**src/rtl/can_txmb_pkg.sv**
```systemverilog
package can_txmb_pkg;

  localparam int SEL_MODE  = 0;
  localparam int SEL_IDENT = 1;
  localparam int SEL_DLO   = 2;
  localparam int SEL_DHI   = 3;
  localparam int SEL_CTRL  = 4;

  localparam int MODE_LSB    = 24;
  localparam int MODE_W      = 3;
  localparam int PRIO_LSB    = 16;
  localparam int CTRL_REQ    = 23;
  localparam int CTRL_RTR    = 20;
  localparam int CTRL_DLC_LSB = 16;
  localparam int ID_EXT_BIT  = 29;

  localparam logic [MODE_W-1:0] MODE_TX = 3'd3;

  typedef struct packed {
    logic [29:0] idword;
    logic        rtr;
    logic [3:0]  dlc;
    logic [63:0] data;
  } mb_frame_t;

endpackage

```
**src/rtl/can_txmb_slot.sv**
```systemverilog
module can_txmb_slot
  import can_txmb_pkg::*;
#(
  parameter int PRIO_W = 4
) (
  input  logic              clk,
  input  logic              rst_n,
  input  logic              wr_hit,
  input  logic [2:0]        wr_sel,
  input  logic [31:0]       wr_data,
  input  logic              in_flight,
  input  logic              fin_done,
  input  logic              fin_abort,
  output logic              is_tx,
  output logic [PRIO_W-1:0] prio,
  output mb_frame_t         frame,
  output logic              ready,
  output logic              abort_flag,
  output logic              done_flag
);

  logic [MODE_W-1:0] mode_q, mode_n;
  logic [PRIO_W-1:0] prio_q, prio_n;
  mb_frame_t         frm_q, frm_n;
  logic              ready_q, ready_n;
  logic              abt_q, abt_n;
  logic              irq_q, irq_n;
  logic              wr_ok;
  logic              arm;

  assign wr_ok = wr_hit && !in_flight;
  assign arm   = wr_ok && (wr_sel == 3'(SEL_CTRL)) && wr_data[CTRL_REQ] && ready_q;

  always_comb begin
    mode_n  = mode_q;
    prio_n  = prio_q;
    frm_n   = frm_q;
    ready_n = ready_q;
    abt_n   = abt_q;
    irq_n   = irq_q;
    if (wr_ok) begin
      case (wr_sel)
        3'(SEL_MODE): begin
          mode_n = wr_data[MODE_LSB +: MODE_W];
          prio_n = wr_data[PRIO_LSB +: PRIO_W];
        end
        3'(SEL_IDENT): frm_n.idword = wr_data[29:0];
        3'(SEL_DLO):   frm_n.data[31:0]  = wr_data;
        3'(SEL_DHI):   frm_n.data[63:32] = wr_data;
        3'(SEL_CTRL): begin
          if (!wr_data[CTRL_REQ] || ready_q) begin
            frm_n.dlc = wr_data[CTRL_DLC_LSB +: 4];
            frm_n.rtr = wr_data[CTRL_RTR];
          end
        end
        default: ;
      endcase
    end
    if (arm) begin
      ready_n = 1'b0;
      abt_n   = 1'b0;
      irq_n   = 1'b0;
    end
    if (in_flight && fin_done) begin
      ready_n = 1'b1;
      irq_n   = 1'b1;
    end else if (in_flight && fin_abort) begin
      ready_n = 1'b1;
      abt_n   = 1'b1;
    end
  end

  always_ff @(posedge clk or negedge rst_n) begin
    if (!rst_n) begin
      mode_q  <= '0;
      prio_q  <= '0;
      frm_q   <= '0;
      ready_q <= 1'b1;
      abt_q   <= 1'b0;
      irq_q   <= 1'b0;
    end else begin
      mode_q  <= mode_n;
      prio_q  <= prio_n;
      frm_q   <= frm_n;
      ready_q <= ready_n;
      abt_q   <= abt_n;
      irq_q   <= irq_n;
    end
  end

  assign is_tx      = (mode_q == MODE_TX);
  assign prio       = prio_q;
  assign frame      = frm_q;
  assign ready      = ready_q;
  assign abort_flag = abt_q;
  assign done_flag  = irq_q;

  AST_ARM_DROPS_READY: assert property (@(posedge clk) disable iff (!rst_n)
    (wr_hit && !in_flight && wr_sel == 3'(SEL_CTRL) && wr_data[CTRL_REQ] && ready_q) |=> !ready_q);
  AST_READY_HELD_LOW: assert property (@(posedge clk) disable iff (!rst_n)
    (!ready_q && !in_flight) |=> !ready_q);

endmodule

```
**src/rtl/can_txmb_pick.sv**
```systemverilog
module can_txmb_pick #(
  parameter int NUM_MB = 4,
  parameter int PRIO_W = 4,
  localparam int IDX_W = $clog2(NUM_MB)
) (
  input  logic [NUM_MB-1:0]        cand,
  input  logic [NUM_MB*PRIO_W-1:0] prio_flat,
  output logic                     any,
  output logic [IDX_W-1:0]         idx
);

  logic [PRIO_W-1:0] best_prio;

  always_comb begin
    any       = 1'b0;
    idx       = '0;
    best_prio = '1;
    for (int i = 0; i < NUM_MB; i++) begin
      if (cand[i] && (!any || prio_flat[i*PRIO_W +: PRIO_W] < best_prio)) begin
        any       = 1'b1;
        idx       = IDX_W'(i);
        best_prio = prio_flat[i*PRIO_W +: PRIO_W];
      end
    end
  end

endmodule

```
**src/rtl/can_txmb_arbiter.sv**
```systemverilog
module can_txmb_arbiter
  import can_txmb_pkg::*;
#(
  parameter int NUM_MB = 4,
  parameter int PRIO_W = 4,
  localparam int IDX_W = $clog2(NUM_MB)
) (
  input  logic              clk,
  input  logic              rst_n,
  input  logic              wr_en,
  input  logic [IDX_W-1:0]  wr_mb,
  input  logic [2:0]        wr_sel,
  input  logic [31:0]       wr_data,
  input  logic              eng_done,
  input  logic              eng_abort,
  output logic              eng_valid,
  output logic [IDX_W-1:0]  eng_mb,
  output logic              eng_ext,
  output logic [28:0]       eng_ident,
  output logic              eng_rtr,
  output logic [3:0]        eng_dlc,
  output logic [63:0]       eng_data,
  output logic [NUM_MB-1:0] mb_ready,
  output logic [NUM_MB-1:0] mb_abort,
  output logic [NUM_MB-1:0] mb_irq
);

  logic [1:0] rst_sync;
  logic       rst_core;

  always_ff @(posedge clk or negedge rst_n) begin
    if (!rst_n) rst_sync <= 2'b00;
    else        rst_sync <= {rst_sync[0], 1'b1};
  end
  assign rst_core = rst_sync[1];

  logic                     busy_q, busy_n;
  logic [IDX_W-1:0]         cur_q, cur_n;
  logic [NUM_MB-1:0]        tx_vec;
  logic [NUM_MB-1:0]        cand;
  logic [NUM_MB*PRIO_W-1:0] prio_flat;
  mb_frame_t                frames [NUM_MB];
  logic                     pick_any;
  logic [IDX_W-1:0]         pick_idx;
  logic                     fin_abort;

  assign fin_abort = eng_abort && !eng_done;

  for (genvar g = 0; g < NUM_MB; g++) begin : g_slot
    logic in_flight;
    assign in_flight = busy_q && (cur_q == IDX_W'(g));
    can_txmb_slot #(.PRIO_W(PRIO_W)) u_slot (
      .clk        (clk),
      .rst_n      (rst_core),
      .wr_hit     (wr_en && (wr_mb == IDX_W'(g))),
      .wr_sel     (wr_sel),
      .wr_data    (wr_data),
      .in_flight  (in_flight),
      .fin_done   (eng_done),
      .fin_abort  (fin_abort),
      .is_tx      (tx_vec[g]),
      .prio       (prio_flat[g*PRIO_W +: PRIO_W]),
      .frame      (frames[g]),
      .ready      (mb_ready[g]),
      .abort_flag (mb_abort[g]),
      .done_flag  (mb_irq[g])
    );
    assign cand[g] = tx_vec[g] && !mb_ready[g];
  end

  can_txmb_pick #(.NUM_MB(NUM_MB), .PRIO_W(PRIO_W)) u_pick (
    .cand      (cand),
    .prio_flat (prio_flat),
    .any       (pick_any),
    .idx       (pick_idx)
  );

  always_comb begin
    busy_n = busy_q;
    cur_n  = cur_q;
    if (busy_q) begin
      if (eng_done || eng_abort) busy_n = 1'b0;
    end else if (pick_any) begin
      busy_n = 1'b1;
      cur_n  = pick_idx;
    end
  end

  always_ff @(posedge clk or negedge rst_core) begin
    if (!rst_core) begin
      busy_q <= 1'b0;
      cur_q  <= '0;
    end else begin
      busy_q <= busy_n;
      cur_q  <= cur_n;
    end
  end

  mb_frame_t cur_frm;
  assign cur_frm   = frames[cur_q];
  assign eng_valid = busy_q;
  assign eng_mb    = cur_q;
  assign eng_ext   = cur_frm.idword[ID_EXT_BIT];
  assign eng_ident = cur_frm.idword[ID_EXT_BIT] ? cur_frm.idword[28:0]
                                                : {18'd0, cur_frm.idword[28:18]};
  assign eng_rtr   = cur_frm.rtr;
  assign eng_dlc   = cur_frm.dlc;
  assign eng_data  = cur_frm.data;

  AST_ONLY_TX_MODE: assert property (@(posedge clk) disable iff (!rst_core)
    busy_q |-> tx_vec[cur_q]);
  AST_FLIGHT_NOT_READY: assert property (@(posedge clk) disable iff (!rst_core)
    busy_q |-> !mb_ready[cur_q]);
  AST_HOLD_FRAME: assert property (@(posedge clk) disable iff (!rst_core)
    (busy_q && !eng_done && !eng_abort) |=>
      (busy_q && $stable(cur_q) && $stable(eng_data) && $stable(eng_ident) && $stable(eng_dlc)));
  AST_DONE_FLAGS: assert property (@(posedge clk) disable iff (!rst_core)
    (busy_q && eng_done) |=> (mb_irq[$past(cur_q)] && mb_ready[$past(cur_q)] && !busy_q));
  AST_ABORT_FLAGS: assert property (@(posedge clk) disable iff (!rst_core)
    (busy_q && eng_abort && !eng_done) |=> (mb_abort[$past(cur_q)] && !mb_irq[$past(cur_q)]));

endmodule

```
**config.mk**
```make
export PLATFORM = sky130hd
export DESIGN_NAME = can_txmb_arbiter
export DESIGN_NICKNAME = d
export VERILOG_FILES = /design/src/rtl/can_txmb_pkg.sv /design/src/rtl/can_txmb_slot.sv /design/src/rtl/can_txmb_pick.sv /design/src/rtl/can_txmb_arbiter.sv
export SDC_FILE = /design/constraint.sdc
export NUM_CORES = 1
export LEC_CHECK = 0
export BUFFER_PORTS_ARGS = -buffer_cell sky130_fd_sc_hd__buf_2
export CORE_ASPECT_RATIO = 0.5
export CORE_MARGIN = 3
export CORE_UTILIZATION = 40
export CTS_CLUSTER_SIZE = 30
export DETAILED_ROUTE_END_ITERATION = 10
export GPL_ROUTABILITY_DRIVEN = 0
export PLACE_DENSITY_LB_ADDON = 0.12
export SETUP_SLACK_MARGIN = 0.02
export SLEW_MARGIN = 20
export SYNTH_ARGS = -nofsm -noshare
export SYNTH_HDL_FRONTEND = slang
export SYNTH_HIERARCHICAL = 1
export SYNTH_SLANG_ARGS = --single-unit
```
**constraint.sdc**
```tcl
create_clock -name clk -period 14.9 [get_ports clk]
set_input_delay 0.745 -clock clk [delete_from_list [all_inputs] [get_ports clk]]
set_output_delay 0.745 -clock clk [all_outputs]
set_load 0.01 [all_outputs]
```
==> flow_summary.yaml, run 1 <==
setup_path:
  cp.required_ns: 15.33
  crit_arrival_ns: 5.45
  worstPathMaxFanout: 10
  worstSetupEndpointType: "register"
  worstSetupStartpointType: "register"
  slowest_delay_ns: 0.51
  reg2reg_depth: 23
  cp_slowest_cell: "nor2b_1"
  crit_chain: "nand2_1 -> nor2_1 -> nor2b_1 -> nor2b_1 -> ha_1 -> nand3b_1 -> a31oi_1 -> o21bai_4 -> o21ai_0 -> ha_1 -> o2111ai_1 -> a21oi_1 -> mux2_4 -> nor2_4 -> mux2_4 -> ha_1 -> nand2_1 -> and3_1 -> o311ai_0 -> nor2_1 -> o21ai_1 -> o2111ai_1 -> mux2_2"
  critPathKind: "reg2reg"
  cpMostUsedCell: "ha_1"
synth:
  yosysTopAreaCell: "dfrtp_1"
  ys_top_cells_by_area: "dfrtp_1 55%, mux2_1 14%, mux4_2 11%"
  yosysSeqAreaShare_pct: 55.74
  synth_cell_type_count: 51
  ys.flop_type: "dfrtp_1"
  netlist_area_um2: 19810
  synthDominantCellAreaShare_pct: 55.20
  synth_edf_count: 0
  postSynth.asyncResetShare_pct: 100.0
  synth_seq_cells: 441
  synth_nets: 1273
  netlist_instances: 1224
  ys_warn_count: 6
  avgSynthCellArea_um2: 16.18
power_and_ir_drop:
  peakVddDrop_uv: 87.74
  power.switching_mw: 0.8888
  p_sw_share_pct: 26.67
  p_int_mw: 2.443
  power_density_nw_per_um2: 147.0
  clock_power_share_pct: 33.0
  combPwrFrac_pct: 19.9
  p_leak_nw: 10.50
  power_frac_seq_pct: 47.1
  total_power_mw: 3.332
final_layout:
  stdcell_count: 2049
  fillers: 4131
  fin_nets: 1429
  areaGrowthSynthToFinish_pct: 14.46
  mostFrequentLayoutCells: "434 x dfrtp_1, 240 x mux2_1, 186 x mux2_2, 155 x buf_2, 99 x mux4_2"
  fin_util_pct: 47.38
  fin_area_um2: 22670
  drive_above_1_share_pct: 39.79
  final_common_cell: "dfrtp_1"
routing:
  firstDrtPassIters: 4
  post_drt_wl_per_cell_um: 23.73
  routed_wl_mm: 48.62
  vias: 11210
  vias_per_cell: 5.471
  dr.first_iter.drc_count: 720
  drc: 0
  ant_nets: 0
floorplan:
  die_y_um: 163.4
  fp.dieW_um: 320.7
  die_area_um2: 52390
  core_um2: 47860
  start_util_pct: 41.39
  pin_count: 156
  rows: 56
grt:
  grt_util_all_layers_pct: 18.91
  use_met1_pct: 25.85
  busiest_layer: "met2"
  antenna_found_initial: 1
  grt_max_degree: 170
  grt_pass1_vias: 12390
  grtUsageMet2_pct: 32.45
  grt_overflow_total: 0
  grt_pass1_wl_mm: 75.57
  grtUsageMet3_pct: 2.650
timing:
  drv_slew: 0
  rsz0062_at_grt: "no"
  tightestPinTransition_ns: 0.9808
  fmax_mhz: 199.5
  min_period_ns: 5.013
  hold_violations: 0
  setup_ws_ns: 9.887
  slew_headroom_pct: 34.62
  min_period_over_period_pct: 33.64
  holdWs_ns: 0.3166
  finClkSkew_ns: 0.01830
  setup_viol: 0
  fin_tns_setup_ns: 0
cts:
  clk_pin_slew_ns: 0.07
  htreeDepth: 2
  cts_buffers: 42
  post-cts-setup-buffers: 0
  max-clock-path-buffers: 3
  clockRootBuffer: "clkbuf_16"
  post_cts_resize_count: 0
  clock_latency_ns: 0.54
  ctsHoldBuffers: 1
  clock-sinks: 441
  cts_tree: "yes"
outcome:
  status: "completed"
job:
  maxCapViolCount: 0
placed_design:
  io_buffer_count: 155
  place_inst: 1973
  post-place-ws_ns: 9.917
  hpwl_mm: 30.10
  dpl_cell_area_um2: 21250
worst_hold_path:
  hp-class: "reg2async"
sequential cells by signal, summed over array words and instances (netlist names):
name / flops
eng_mb: 2
eng_valid: 1
g_slot.u_slot/abort_flag: 4
g_slot.u_slot/done_flag: 4
g_slot.u_slot/frame: 396
g_slot.u_slot/mode_q: 12
g_slot.u_slot/prio: 16
g_slot.u_slot/ready: 4
rst_sync: 2
layer usage:
metal / share of wire (%) / wire (µm) / vias up
met3: 3.0 / 1456 / 59
met5: 0 / 0 / -
met2: 50 / 24110 / 142
met1: 46 / 22230 / 6125
li1: - / - / 4885
met4: 1.7 / 827 / 0
path summary, 6_finish.rpt:
check | start | endpoint | slack [ns]
setup / recovery | g_slot[0].u_slot/mode_q[1] | eng_mb[0] | 9.89
hold / removal | rst_sync[1] | g_slot[1].u_slot/abort_flag | 0.32
setup reg to reg | g_slot[0].u_slot/mode_q[1] | eng_mb[0] | 9.89
hold reg to reg | rst_sync[1] | g_slot[1].u_slot/abort_flag | 0.32
max in group asynchronous | rst_sync[1] | g_slot[0].u_slot/frame[78] | 12.50
min in group clk | rst_sync[0] | rst_sync[1] | 0.35
Yosys cell counts (4+ instances only):
cell,n
buf_1,7
nand3b_1,7
o21ai_0,10
and3b_1,6
dfrtp_1,437
nor2b_1,9
nor3b_2,4
and3_1,7
clkbuf_1,4
nand4_1,4
mux4_2,99
a22o_1,4
buf_2,48
nand2_1,18
and2_1,18
nor4b_2,4
ha_1,7
inv_1,12
dfstp_2,4
mux2_4,15
nand3_1,10
o2bb2ai_1,6
nand2b_1,4
mux2_2,186
mux2_1,240
nor2_1,18
power groups by stage:
| stage | registers, mW | logic [mW] | clock network, mW |
|---|---|---|---|
| floorplan | 1.55 | 0.464 | 0 |
| CTS | 1.57 | 0.683 | 1.13 |
| finish | 1.57 | 0.665 | 1.10 |
| global route | 1.60 | 0.723 | 1.19 |
| global placement | 1.57 | 0.661 | 0 |
| detailed placement | 1.59 | 0.681 | 0 |
logic make-up after synthesis:
kind of cell | Yosys count | synth area share [%]
muxes | 541 | 36.66
DFF | 441 | 55.74
and+or+nand+nor | 117 | 3.676
buffers and inverters | 76 | 1.876
AOI/OAI and AO/OA | 39 | 1.491
adders and majority gates | 8 | 0.4990
other | 1 | 0.01893
xor gates and xnor gates | 1 | 0.04422
final cells by class:
type,instances,area (µm²),share of cell area [%]
multi-input combinational,707,8417,37.12
timing repair buffer,176,955.9,4.216
clock inverter,8,117.6,0.5187
inverter,12,45.04,0.1987
clock buffer,66,1285,5.667
antenna,1,2.502,0.01104
sequential,441,11050,48.74
tap,638,798.3,3.521
worst max-delay path, delay by kind of cell (launching register included):
| kind | cells | cell delay, ns |
|---|---|---|
| fa+ha+maj | 3 | 0.85 |
| compound gates | 8 | 1.22 |
| simple gates | 9 | 1.57 |
| mux | 3 | 0.90 |
| flops | 1 | 0.35 |
Note: power is estimated with default switching activity, not from simulation.
==> inputs of run 2 (changes only) <==
clock period = 4.65 ns   (was 14.9 ns; I/O delays follow)
==> run 2 against run 1 <==
  * Critical path depth increased by 1
  * Cell count grew 0.44%
  * Total power grew to 3.3 times the previous value
  * Clock power increased to 3.3 times the previous value
  * Sequential share of layout area fell by 0.54 points
  * Clock skew barely moved
==> flow_summary.yaml, run 2 (synthesis results as in run 1) <==
job:
  maxCapViolCount: 0
worst_hold_path:
  worstHoldEndpoint: "g_slot[3].u_slot/frame[14]"
  min_delay_path_depth: 2
  min_from: "wr_data[14]"
  hp-class: "in2reg"
floorplan:
  die_area_um2: 52390
  die_y_um: 163.4
  core_um2: 47860
  pin_count: 156
  rows: 56
  fp.dieW_um: 320.7
  start_util_pct: 41.39
grt:
  grt_max_degree: 147
  grt_overflow_total: 0
  grt_pass1_vias: 12580
  grt_util_all_layers_pct: 18.91
  antenna_found_initial: 0
  grtUsageMet2_pct: 32.93
  busiest_layer: "met2"
  grtUsageMet3_pct: 2.761
  grt_pass1_wl_mm: 75.90
  use_met1_pct: 25.58
cts:
  max-clock-path-buffers: 3
  clock-sinks: 441
  htreeDepth: 2
  clock_latency_ns: 0.56
  cts_tree: "yes"
  clk_pin_slew_ns: 0.06
  cts_buffers: 43
  clockRootBuffer: "clkbuf_16"
final_layout:
  mostFrequentLayoutCells: "434 x dfrtp_1, 240 x mux2_1, 186 x mux2_2, 155 x buf_2, 99 x mux4_2"
  fin_nets: 1436
  n_antenna_cell: 0
  final_common_cell: "dfrtp_1"
  fin_util_pct: 47.91
  largest_register_ffs: 396
  drive_above_1_share_pct: 41.27
  areaGrowthSynthToFinish_pct: 15.73
  stdcell_count: 2058
setup_path:
  cp.required_ns: 5.08
  worstSetupEndpointType: "register"
  crit_chain: "nand2_1 -> nor2_1 -> nor2b_2 -> nor2b_4 -> ha_1 -> nand3b_1 -> a31oi_4 -> o21bai_4 -> nand3b_1 -> o21ai_2 -> ha_1 -> o2111ai_2 -> a21oi_2 -> mux2_4 -> nor2_4 -> mux2_4 -> ha_1 -> nand2_1 -> and3_1 -> o311ai_0 -> nor2_1 -> o21ai_1 -> o2111ai_1 -> mux2_2"
  reg2reg_depth: 24
  r2r-start: "g_slot[0].u_slot/mode_q[1]"
  critPathKind: "reg2reg"
  worstSetupStartpointType: "register"
  slowest_delay_ns: 0.37
  critical-path-top-delay-family: "simple AND/OR/NAND/NOR gates"
  cp_slowest_cell: "dfrtp_1"
  worstReg2RegEnd: "eng_mb[0]"
  r2r_slack_ns: 0.25
  crit_arrival_ns: 4.83
  worstPathMaxFanout: 5
  worst-path-buf-inv: 0
  cpMostUsedCell: "ha_1"
routing:
  routed_wl_mm: 48.71
  drc: 0
  firstDrtPassIters: 4
  vias_per_cell: 5.496
  post_drt_wl_per_cell_um: 23.67
  ant_nets: 0
  dr.first_iter.drc_count: 704
  vias: 11310
placed_design:
  hpwl_mm: 30.45
  io_buffer_count: 155
  place_inst: 1971
timing:
  min_period_over_period_pct: 94.69
  hold_violations: 0
  fmax_mhz: 227.1
  min_period_ns: 4.403
  slew_headroom_pct: 34.63
  finClkSkew_ns: 0.01815
  setup_viol: 0
  tightestPinTransition_ns: 0.9806
  holdWs_ns: 0.06244
  drv_slew: 0
power_and_ir_drop:
  power_density_nw_per_um2: 472.8
  p_leak_nw: 10.59
  peakVddDrop_uv: 222.3
outcome:
  status: "completed"
## run 2: power by group
| part | switching [mW] | internal, mW | leakage, nW |
|---|---|---|---|
| clock network | 1.50 | 2.15 | 0.737 |
| registers | 0.427 | 4.59 | 5.63 |
| logic | 0.974 | 1.19 | 4.22 |
| total | 2.90 | 7.94 | 10.6 |
## run 2: cell type report
| cell class | instances | area (µm²) |
|---|---|---|
| Tap cell | 638 | 798.3 |
| Clock inverter | 14 | 185.2 |
| Timing Repair Buffer | 182 | 1066 |
| Multi-Input combinational cell | 707 | 8483 |
| Sequential cell | 441 | 11050 |
| Fill cell | 4137 | 24930 |
| Clock buffer | 64 | 1296 |
| Inverter | 12 | 45.04 |
## run 2: worst max path at each step
stage	from	endpoint	slack, ns	depth (start not counted)
finish	g_slot[0].u_slot/mode_q[1]	eng_mb[0]	0.25	24
detailed placement	g_slot[0].u_slot/mode_q[0]	eng_mb[0]	-0.01	23
CTS	g_slot[0].u_slot/ready	eng_mb[0]	0.03	22
global route	g_slot[0].u_slot/mode_q[1]	eng_mb[0]	-0.03	24
global placement	g_slot[0].u_slot/mode_q[1]	eng_mb[0]	0.19	23
floorplan	rst_sync[1]	eng_mb[0]	0.33	0
## run 2: layer usage
metal	vias up	share of wire (%)	wire length (µm)
met5	-	0	0
met4	0	1.4	673
met1	6242	46	22230
met3	53	2.8	1360
li1	4893	-	-
met2	122	50	24450
## run 2: timing repair
action | 4_1_cts | 5_1_grt
pin swaps | 0 | 4
gates resized for setup | 2 | 12
buffers inserted | 0 | 4
hold buffers | 5 | 0
endpoints found under the hold margin | 14 | 0
endpoints found under the setup margin | 2 | 2
## run 2: metrics by stage
| stage | area (µm²) | power (mW) | TNS (ns) | worst slack, ns |
|---|---|---|---|---|
| 6_report | 22930 | 10.84 | 0 | 0.2468 |
| 5_1_grt | 22930 | 11.40 | -0.02686 | -0.02686 |
| 4_1_cts | 22840 | 10.99 | 0 | 0.02865 |
| 3_5_place_dp | 21300 | 7.288 | -0.009946 | -0.009946 |
| 3_3_place_gp | 21300 | 7.147 | 0 | 0.1897 |
| 2_1_floorplan | 19810 | 6.444 | 0 | 0.3349 |
